$ cat src/rtl/sysreg_pkg.sv
// Package: offset map and shared constants for the system register bank.
// Assumes word-aligned byte offsets, compared in full by the decoder.
package sysreg_pkg;
    localparam int unsigned OFFS_W       = 12;
    localparam logic [OFFS_W-1:0] OFF_IDENT   = 12'h000;
    localparam logic [OFFS_W-1:0] OFF_LEDS    = 12'h008;
    localparam logic [OFFS_W-1:0] OFF_SLOWCNT = 12'h024;
    localparam logic [OFFS_W-1:0] OFF_VFSET   = 12'h030;
    localparam logic [OFFS_W-1:0] OFF_VFCLR   = 12'h034;
    localparam logic [OFFS_W-1:0] OFF_NVSET   = 12'h038;
    localparam logic [OFFS_W-1:0] OFF_NVCLR   = 12'h03C;
    localparam logic [OFFS_W-1:0] OFF_CARD    = 12'h048;
    localparam logic [OFFS_W-1:0] OFF_FLASH   = 12'h04C;
    localparam logic [OFFS_W-1:0] OFF_FASTCNT = 12'h05C;
    localparam logic [OFFS_W-1:0] OFF_STRAPS  = 12'h060;
    localparam int unsigned MASTER_BIT   = 14;
endpackage

$ cat src/rtl/sysreg_sync.sv
// Module: multi-bit flop synchronizer.
// Each bit is independent; STAGES flops in series with synchronous
// active-low reset to zero. Assumes the bits need no mutual coherence.
module sysreg_sync #(
    parameter int unsigned WIDTH  = 2,
    parameter int unsigned STAGES = 2
) (
    input  logic             clk,
    input  logic             rst_n,
    input  logic [WIDTH-1:0] async_i,
    output logic [WIDTH-1:0] sync_o
);
    logic [WIDTH-1:0] chain_q [STAGES];

    generate
        for (genvar s = 0; s < STAGES; s++) begin : g_stage
            // Shift one stage of the synchronizer chain.
            always_ff @(posedge clk) begin
                if (!rst_n) begin
                    chain_q[s] <= '0;
                end else begin
                    chain_q[s] <= (s == 0) ? async_i : chain_q[(s == 0) ? 0 : s-1];
                end
            end
        end
    endgenerate

    assign sync_o = chain_q[STAGES-1];
endmodule

$ cat src/rtl/sysreg_tick_ctr.sv
// Module: prescaled free-running counter.
// The count advances by one on every DIV-th clock after reset leaves.
// Assumes DIV >= 1; the count wraps silently at its width.
module sysreg_tick_ctr #(
    parameter int unsigned DIV   = 8,
    parameter int unsigned CNT_W = 32
) (
    input  logic             clk,
    input  logic             rst_n,
    output logic [CNT_W-1:0] count_o
);
    localparam int unsigned PRE_W = (DIV > 1) ? $clog2(DIV) : 1;
    localparam logic [PRE_W-1:0] PRE_LAST = PRE_W'(DIV - 1);

    logic [PRE_W-1:0] pre_q;
    logic [CNT_W-1:0] cnt_q;

    // Prescaler plus count: wrap prescaler and bump the count at its last step.
    always_ff @(posedge clk) begin
        if (!rst_n) begin
            pre_q <= '0;
            cnt_q <= '0;
        end else if (pre_q == PRE_LAST) begin
            pre_q <= '0;
            cnt_q <= cnt_q + 1'b1;
        end else begin
            pre_q <= pre_q + 1'b1;
        end
    end

    assign count_o = cnt_q;
endmodule

$ cat src/rtl/sysreg_flags.sv
// Module: flag word with separate set-bit and clear-bit write strobes.
// Set ORs the data in, clear removes the ones in the data. Only one
// strobe is expected per cycle; if both arrive, clear wins.
module sysreg_flags #(
    parameter int unsigned WIDTH = 32
) (
    input  logic             clk,
    input  logic             rst_n,
    input  logic             set_i,
    input  logic             clr_i,
    input  logic [WIDTH-1:0] data_i,
    output logic [WIDTH-1:0] flags_o
);
    logic [WIDTH-1:0] flags_q;

    // Apply the set or clear strobe to the held flags.
    always_ff @(posedge clk) begin
        if (!rst_n) begin
            flags_q <= '0;
        end else if (clr_i) begin
            flags_q <= flags_q & ~data_i;
        end else if (set_i) begin
            flags_q <= flags_q | data_i;
        end
    end

    assign flags_o = flags_q;
endmodule

$ cat src/rtl/sysreg_bank.sv
// Module: platform system register bank (top).
// Decodes full byte offsets on a 32-bit register bus, owns the LED and
// flash control registers, instantiates the flag words, card synchronizer
// and tick counters, and muxes read data. Assumes one access per cycle
// and that rst_n and por_n are synchronous to clk.
module sysreg_bank #(
    parameter int unsigned ADDR_W    = 12,
    parameter int unsigned LED_W     = 8,
    parameter int unsigned SYNC_STG  = 2,
    parameter int unsigned SLOW_DIV  = 480000,
    parameter int unsigned FAST_DIV  = 2,
    parameter logic [3:0]  ID_REV    = 4'h1,
    parameter logic [11:0] BOARD_NUM = 12'h190,
    parameter logic [15:0] ID_LOW    = 16'h0100
) (
    input  logic              clk,
    input  logic              rst_n,
    input  logic              por_n,
    input  logic [ADDR_W-1:0] addr,
    input  logic              wr_en,
    input  logic [31:0]       wdata,
    output logic [31:0]       rdata,
    input  logic              card_present_i,
    input  logic              card_wp_i,
    input  logic              master_site_i,
    output logic [LED_W-1:0]  led_o,
    output logic              flash_wp_n_o
);
    import sysreg_pkg::*;

    localparam int unsigned DATA_W = 32;
    localparam logic [DATA_W-1:0] IDENT_WORD = {ID_REV, BOARD_NUM, ID_LOW};

    logic [LED_W-1:0]  led_q;
    logic              flash_q;
    logic [DATA_W-1:0] vol_flags;
    logic [DATA_W-1:0] nv_flags;
    logic [1:0]        card_sync;
    logic [DATA_W-1:0] slow_cnt;
    logic [DATA_W-1:0] fast_cnt;

    function automatic logic hit(input logic [ADDR_W-1:0] a, input logic [OFFS_W-1:0] off);
        return a == ADDR_W'(off);
    endfunction

    logic wr_led, wr_flash, wr_vset, wr_vclr, wr_nset, wr_nclr;
    assign wr_led   = wr_en && hit(addr, OFF_LEDS);
    assign wr_flash = wr_en && hit(addr, OFF_FLASH);
    assign wr_vset  = wr_en && hit(addr, OFF_VFSET);
    assign wr_vclr  = wr_en && hit(addr, OFF_VFCLR);
    assign wr_nset  = wr_en && hit(addr, OFF_NVSET);
    assign wr_nclr  = wr_en && hit(addr, OFF_NVCLR);

    // Hold the LED drive value written by software.
    always_ff @(posedge clk) begin
        if (!rst_n) begin
            led_q <= '0;
        end else if (wr_led) begin
            led_q <= wdata[LED_W-1:0];
        end
    end

    // Hold the flash write-protect control; zero keeps the flash protected.
    always_ff @(posedge clk) begin
        if (!rst_n) begin
            flash_q <= 1'b0;
        end else if (wr_flash) begin
            flash_q <= wdata[0];
        end
    end

    sysreg_flags #(.WIDTH(DATA_W)) u_vflags (
        .clk(clk), .rst_n(rst_n), .set_i(wr_vset), .clr_i(wr_vclr),
        .data_i(wdata), .flags_o(vol_flags)
    );

    sysreg_flags #(.WIDTH(DATA_W)) u_nvflags (
        .clk(clk), .rst_n(por_n), .set_i(wr_nset), .clr_i(wr_nclr),
        .data_i(wdata), .flags_o(nv_flags)
    );

    sysreg_sync #(.WIDTH(2), .STAGES(SYNC_STG)) u_card_sync (
        .clk(clk), .rst_n(rst_n),
        .async_i({card_wp_i, card_present_i}), .sync_o(card_sync)
    );

    sysreg_tick_ctr #(.DIV(SLOW_DIV), .CNT_W(DATA_W)) u_slow (
        .clk(clk), .rst_n(rst_n), .count_o(slow_cnt)
    );

    sysreg_tick_ctr #(.DIV(FAST_DIV), .CNT_W(DATA_W)) u_fast (
        .clk(clk), .rst_n(rst_n), .count_o(fast_cnt)
    );

    // Select read data for the addressed offset; unmapped reads give zero.
    always_comb begin
        rdata = '0;
        if (hit(addr, OFF_IDENT))                              rdata = IDENT_WORD;
        else if (hit(addr, OFF_LEDS))                          rdata = DATA_W'(led_q);
        else if (hit(addr, OFF_SLOWCNT))                       rdata = slow_cnt;
        else if (hit(addr, OFF_VFSET) || hit(addr, OFF_VFCLR)) rdata = vol_flags;
        else if (hit(addr, OFF_NVSET) || hit(addr, OFF_NVCLR)) rdata = nv_flags;
        else if (hit(addr, OFF_CARD))                          rdata = DATA_W'(card_sync);
        else if (hit(addr, OFF_FLASH))                         rdata = DATA_W'(flash_q);
        else if (hit(addr, OFF_FASTCNT))                       rdata = fast_cnt;
        else if (hit(addr, OFF_STRAPS))                        rdata[MASTER_BIT] = master_site_i;
    end

    assign led_o        = led_q;
    assign flash_wp_n_o = flash_q;
endmodule

$ cat config.mk
export PLATFORM = sky130hd
export DESIGN_NAME = sysreg_bank
export DESIGN_NICKNAME = d
export VERILOG_FILES = /design/src/rtl/sysreg_pkg.sv /design/src/rtl/sysreg_sync.sv /design/src/rtl/sysreg_tick_ctr.sv /design/src/rtl/sysreg_flags.sv /design/src/rtl/sysreg_bank.sv
export SDC_FILE = /design/constraint.sdc
export NUM_CORES = 1
export LEC_CHECK = 0
export CAP_MARGIN = 5
export CORE_ASPECT_RATIO = 1.2
export CORE_UTILIZATION = 55
export DETAILED_ROUTE_END_ITERATION = 12
export PLACE_DENSITY_LB_ADDON = 0.1
export SLEW_MARGIN = 15
export SYNTH_ARGS = -nofsm -noshare
export SYNTH_HDL_FRONTEND = slang
export SYNTH_SLANG_ARGS = --single-unit
export TNS_END_PERCENT = 5
$ cat constraint.sdc
create_clock -name clk -period 3.6 [get_ports clk]
set_clock_uncertainty 0.05 [all_clocks]
set_input_delay 0.72 -clock clk [delete_from_list [all_inputs] [get_ports clk]]
set_output_delay 0.72 -clock clk [all_outputs]
set_load 0.02 [all_outputs]
==> results of run 1 <==
## Yosys cell counts, drive strengths merged, types with 2 or more instances
cell and instances:
nand2b 41, nor2 33, or3 17, xor2 9, mux2 3, or4 12
inv 21, and3 37, or4b 3, o22a 9, xnor2 11, nand4 40
nand3 42, o311ai 13, and2 14, o22ai 2, mux2i 27, o21ai 65
clkbuf 71, a31o 30, and4 11, buf 39, nor4bb 2, a31oi 50
a311oi 36, nor3 12, nand3b 3, dfxtp 161, o32ai 2, o211ai 2
nor4 29, ha 3, a32oi 27, nor2b 3, o41ai 13, o31ai 7
a22oi 16, a21oi 40, nand2 110, nor4b 4
## through the flow
stage	instance area [µm²]	hold slack, ps
finish	10900	379
global route	10900	396
CTS	10900	382
detailed placement	10300	372
global placement	10300	364
floorplan	8850	362
## critical path, delay by kind of cell
kind	cells	cell delay, ps
AOI/OAI and AO/OA	1	340
and+or+nand+nor	3	890
buffers and inverters	3	840
## cell usage in the layout, fill, tap and decap left out, types with 5 or more instances in the layout
master / Yosys / routed
buf_4: 2 / 91
dfxtp_1: 161 / 161
xor2_1: 9 / 9
inv_1: 20 / 20
a31o_2: 30 / 30
buf_12: 0 / 8
or4_1: 9 / 9
o21ai_0: 64 / 58
mux2i_1: 27 / 27
nor3_1: 11 / 8
and4_1: 11 / 11
o31ai_1: 7 / 7
or3_1: 17 / 17
nand2b_1: 41 / 41
a32oi_2: 0 / 5
nor2_1: 32 / 31
o311ai_0: 13 / 13
xnor2_1: 11 / 11
and3_1: 37 / 37
a22oi_1: 16 / 12
o41ai_1: 13 / 13
clkbuf_16: 0 / 17
a21oi_1: 40 / 40
buf_2: 30 / 17
a32oi_1: 27 / 22
nand4_1: 39 / 39
o21ai_1: 1 / 6
a31oi_1: 50 / 50
nand3_1: 42 / 42
a311oi_1: 36 / 36
clkdlybuf4s50_1: 0 / 52
nand2_1: 110 / 109
o22a_1: 9 / 9
and2_1: 12 / 12
nor4_1: 27 / 27
## logic make-up (layout without fill, tap and decap cells)
kind of cell / count (synthesis) / count (layout) / synth area share
compound gates: 319 / 319 / 0.253
fa+ha+maj: 3 / 3 / 0.00424
simple gates: 416 / 416 / 0.262
xor+xnor: 20 / 20 / 0.0198
flops: 161 / 161 / 0.364
mux: 30 / 30 / 0.0344
buf+inv: 131 / 233 / 0.0624
## layout make-up
| cell class | count | share of cell area |
|---|---|---|
| Timing Repair Buffer | 180 | 0.143 |
| Multi-Input combinational cell | 788 | 0.478 |
| Inverter | 21 | 0.00722 |
| Sequential cell | 161 | 0.295 |
| Clock inverter | 13 | 0.0117 |
| Clock buffer | 19 | 0.0406 |
| Tap cell | 208 | 0.0238 |
## repair_timing
action	in CTS	in global routing
setup endpoints to repair	32	32
setup buffers	0	2
resized for setup	149	41
pin swaps	4	3
## worst min-delay path by stage
| stage | start | endpoint | slack (ps) | depth (start not counted) |
|---|---|---|---|---|
| finish | u_card_sync.chain_q[0][0]$_SDFF_PN0_ | u_card_sync.chain_q[1][0]$_SDFF_PN0_ | 380 | 1 |
| global route | u_card_sync.chain_q[0][0]$_SDFF_PN0_ | u_card_sync.chain_q[1][0]$_SDFF_PN0_ | 400 | 1 |
| CTS | u_card_sync.chain_q[0][1]$_SDFF_PN0_ | u_card_sync.chain_q[1][1]$_SDFF_PN0_ | 380 | 1 |
| detailed placement | u_card_sync.chain_q[0][0]$_SDFF_PN0_ | u_card_sync.chain_q[1][0]$_SDFF_PN0_ | 370 | 1 |
| global placement | u_card_sync.chain_q[0][0]$_SDFF_PN0_ | u_card_sync.chain_q[1][0]$_SDFF_PN0_ | 360 | 1 |
| floorplan | u_card_sync.chain_q[0][0]$_SDFF_PN0_ | u_card_sync.chain_q[1][0]$_SDFF_PN0_ | 360 | 1 |
## power by group
part           switching, mW  total (mW)  leakage (nW)  internal [mW]
sequential           0.00772        1.80          1.30           1.79
combinational          0.165       0.272          2.20          0.107
clock                  0.775        1.76         0.277          0.985
## layer usage
metal / part of all wire / track usage / routed length [µm]
met1: 0.41 / 0.433 / 11900
met2: 0.47 / 0.568 / 13700
met3: 0.064 / 0.0481 / 1850
met4: 0.055 / 0.211 / 1600
met5: 0 / 0 / 0
==> impl_metrics.ini, run 1 <==
[cells_and_area]
nFillCells = 1315
diodes = 0
fin_cells = 1390
drive_above_1_share = 0.186
final-seq-area_um2 = 3220
multi_input_area_um2 = 5220
fin_nets = 1223
postLayoutCoreUtil = 0.698
area_growth_syn_to_layout_pct = 23.4

[clock_network]
numCtsBuffers = 17
root_buffer = clkbuf_16
ctsHoldBuffers = 0
cts_buffer_depth = 2
htreeDepth = 4
clk_pin_slew_ps = 70
clk_latency_ps = 420
cts_tree = built
cts.sinks = 161

[grt]
grt_overflow = 0
grt_pass1_vias = 8460
grt_usage = 0.347
antenna_found_initial = 0
grt_pass1_wl_um = 45400
grt_max_degree = 64

[floorplan]
io_pins = 92
num_rows = 50
die_h_um = 141
core_area_um2 = 15600
die_area_um2 = 16600
dieWidth_um = 118
start_util = 0.566

[yosys]
async_flop_share = 0
syn_area_um2 = 8850
synth_edf_count = 0
syn_inst = 1080
syn_avg_cell_area_um2 = 8.19
yosys-top-cells-area = dfxtp_1 36%, nand2_1 4.7%, o21ai_0 3.6%
syn-num-nets = 1134
yosysWarnings = 0
ys_types = 62
synth_area_leader_cell = dfxtp_1
synth_top_cell_area_share = 0.364
ys_seq_area_frac = 0.364
ys.flop_type = dfxtp_1
ys_seq_elements = 161

[detailed_routing]
vias_per_cell = 6.71
drtIter0Drc = 816
drt_wl_total_um = 29000
drc_errors = 0
ant_nets = 0
vias = 9320
firstDrtPassIters = 5
post_drt_wl_per_cell_um = 20.9

[worst_setup_path]
reg2reg_depth = 5
r2r_slack_ps = 1050
slowest_delay_ps = 520
cp_cell_sequence = clkdlybuf4s50_1 -> nor4_1 -> buf_4 -> nand2_1 -> or3_1 -> a32oi_1 -> buf_2
setup.worst_path.start = addr[6]
cp_slowest_cell = or3_1
path_class = in -> out
cp_max_fo = 5
worstSetupEndpointType = output port
r2r-start = u_fast.count_o[0]$_SDFFE_PN0P_
crit_arrival_ps = 2810
cp-start-kind = input pin
crit_required_ps = 2830
rr_endpoint = u_fast.count_o[18]$_SDFFE_PN0P_
crit_path_end = rdata[28]

[timing]
setup_violations = 0
final_max_slew_viol_count = 0
fin_crit_sh = 0.993
slew_headroom = 0.258
worst_slew_pin_slew_ps = 1110
tns_ps = 0
setup_ws_ps = 23.6
max_freq_mhz = 280
rsz0062_at_grt = true
finalCriticalPeriod_ps = 3580
finalHoldViolations = 0

[hold_path]
holdCritPathClass = reg -> reg

[power]
max-vdd-ir-drop_uv = 323
pwr_density_cell_nw_per_um2 = 351
p_leak_nw = 3.77
power_mw = 3.83

[flow_run]
drv_cap = 0

[placed_design]
dp.final_hpwl_um = 20400
pre_cts_slack_ps = -520
gp_congestion = 1.01
place_inst = 1356
port_buffers = 91

[outcome]
status = completed
Note: power is estimated with default switching activity, not from simulation.
==> inputs of run 2 (changes only) <==
--- a/config.mk
+++ b/config.mk
@@ -9,6 +9,7 @@
 export CORE_ASPECT_RATIO = 1.2
 export CORE_UTILIZATION = 55
 export DETAILED_ROUTE_END_ITERATION = 12
+export HOLD_SLACK_MARGIN = 0.1
 export PLACE_DENSITY_LB_ADDON = 0.1
 export SLEW_MARGIN = 15
 export SYNTH_ARGS = -nofsm -noshare
==> results of run 2 <==
Final layout, timing and power as in run 1 (identical DEF).
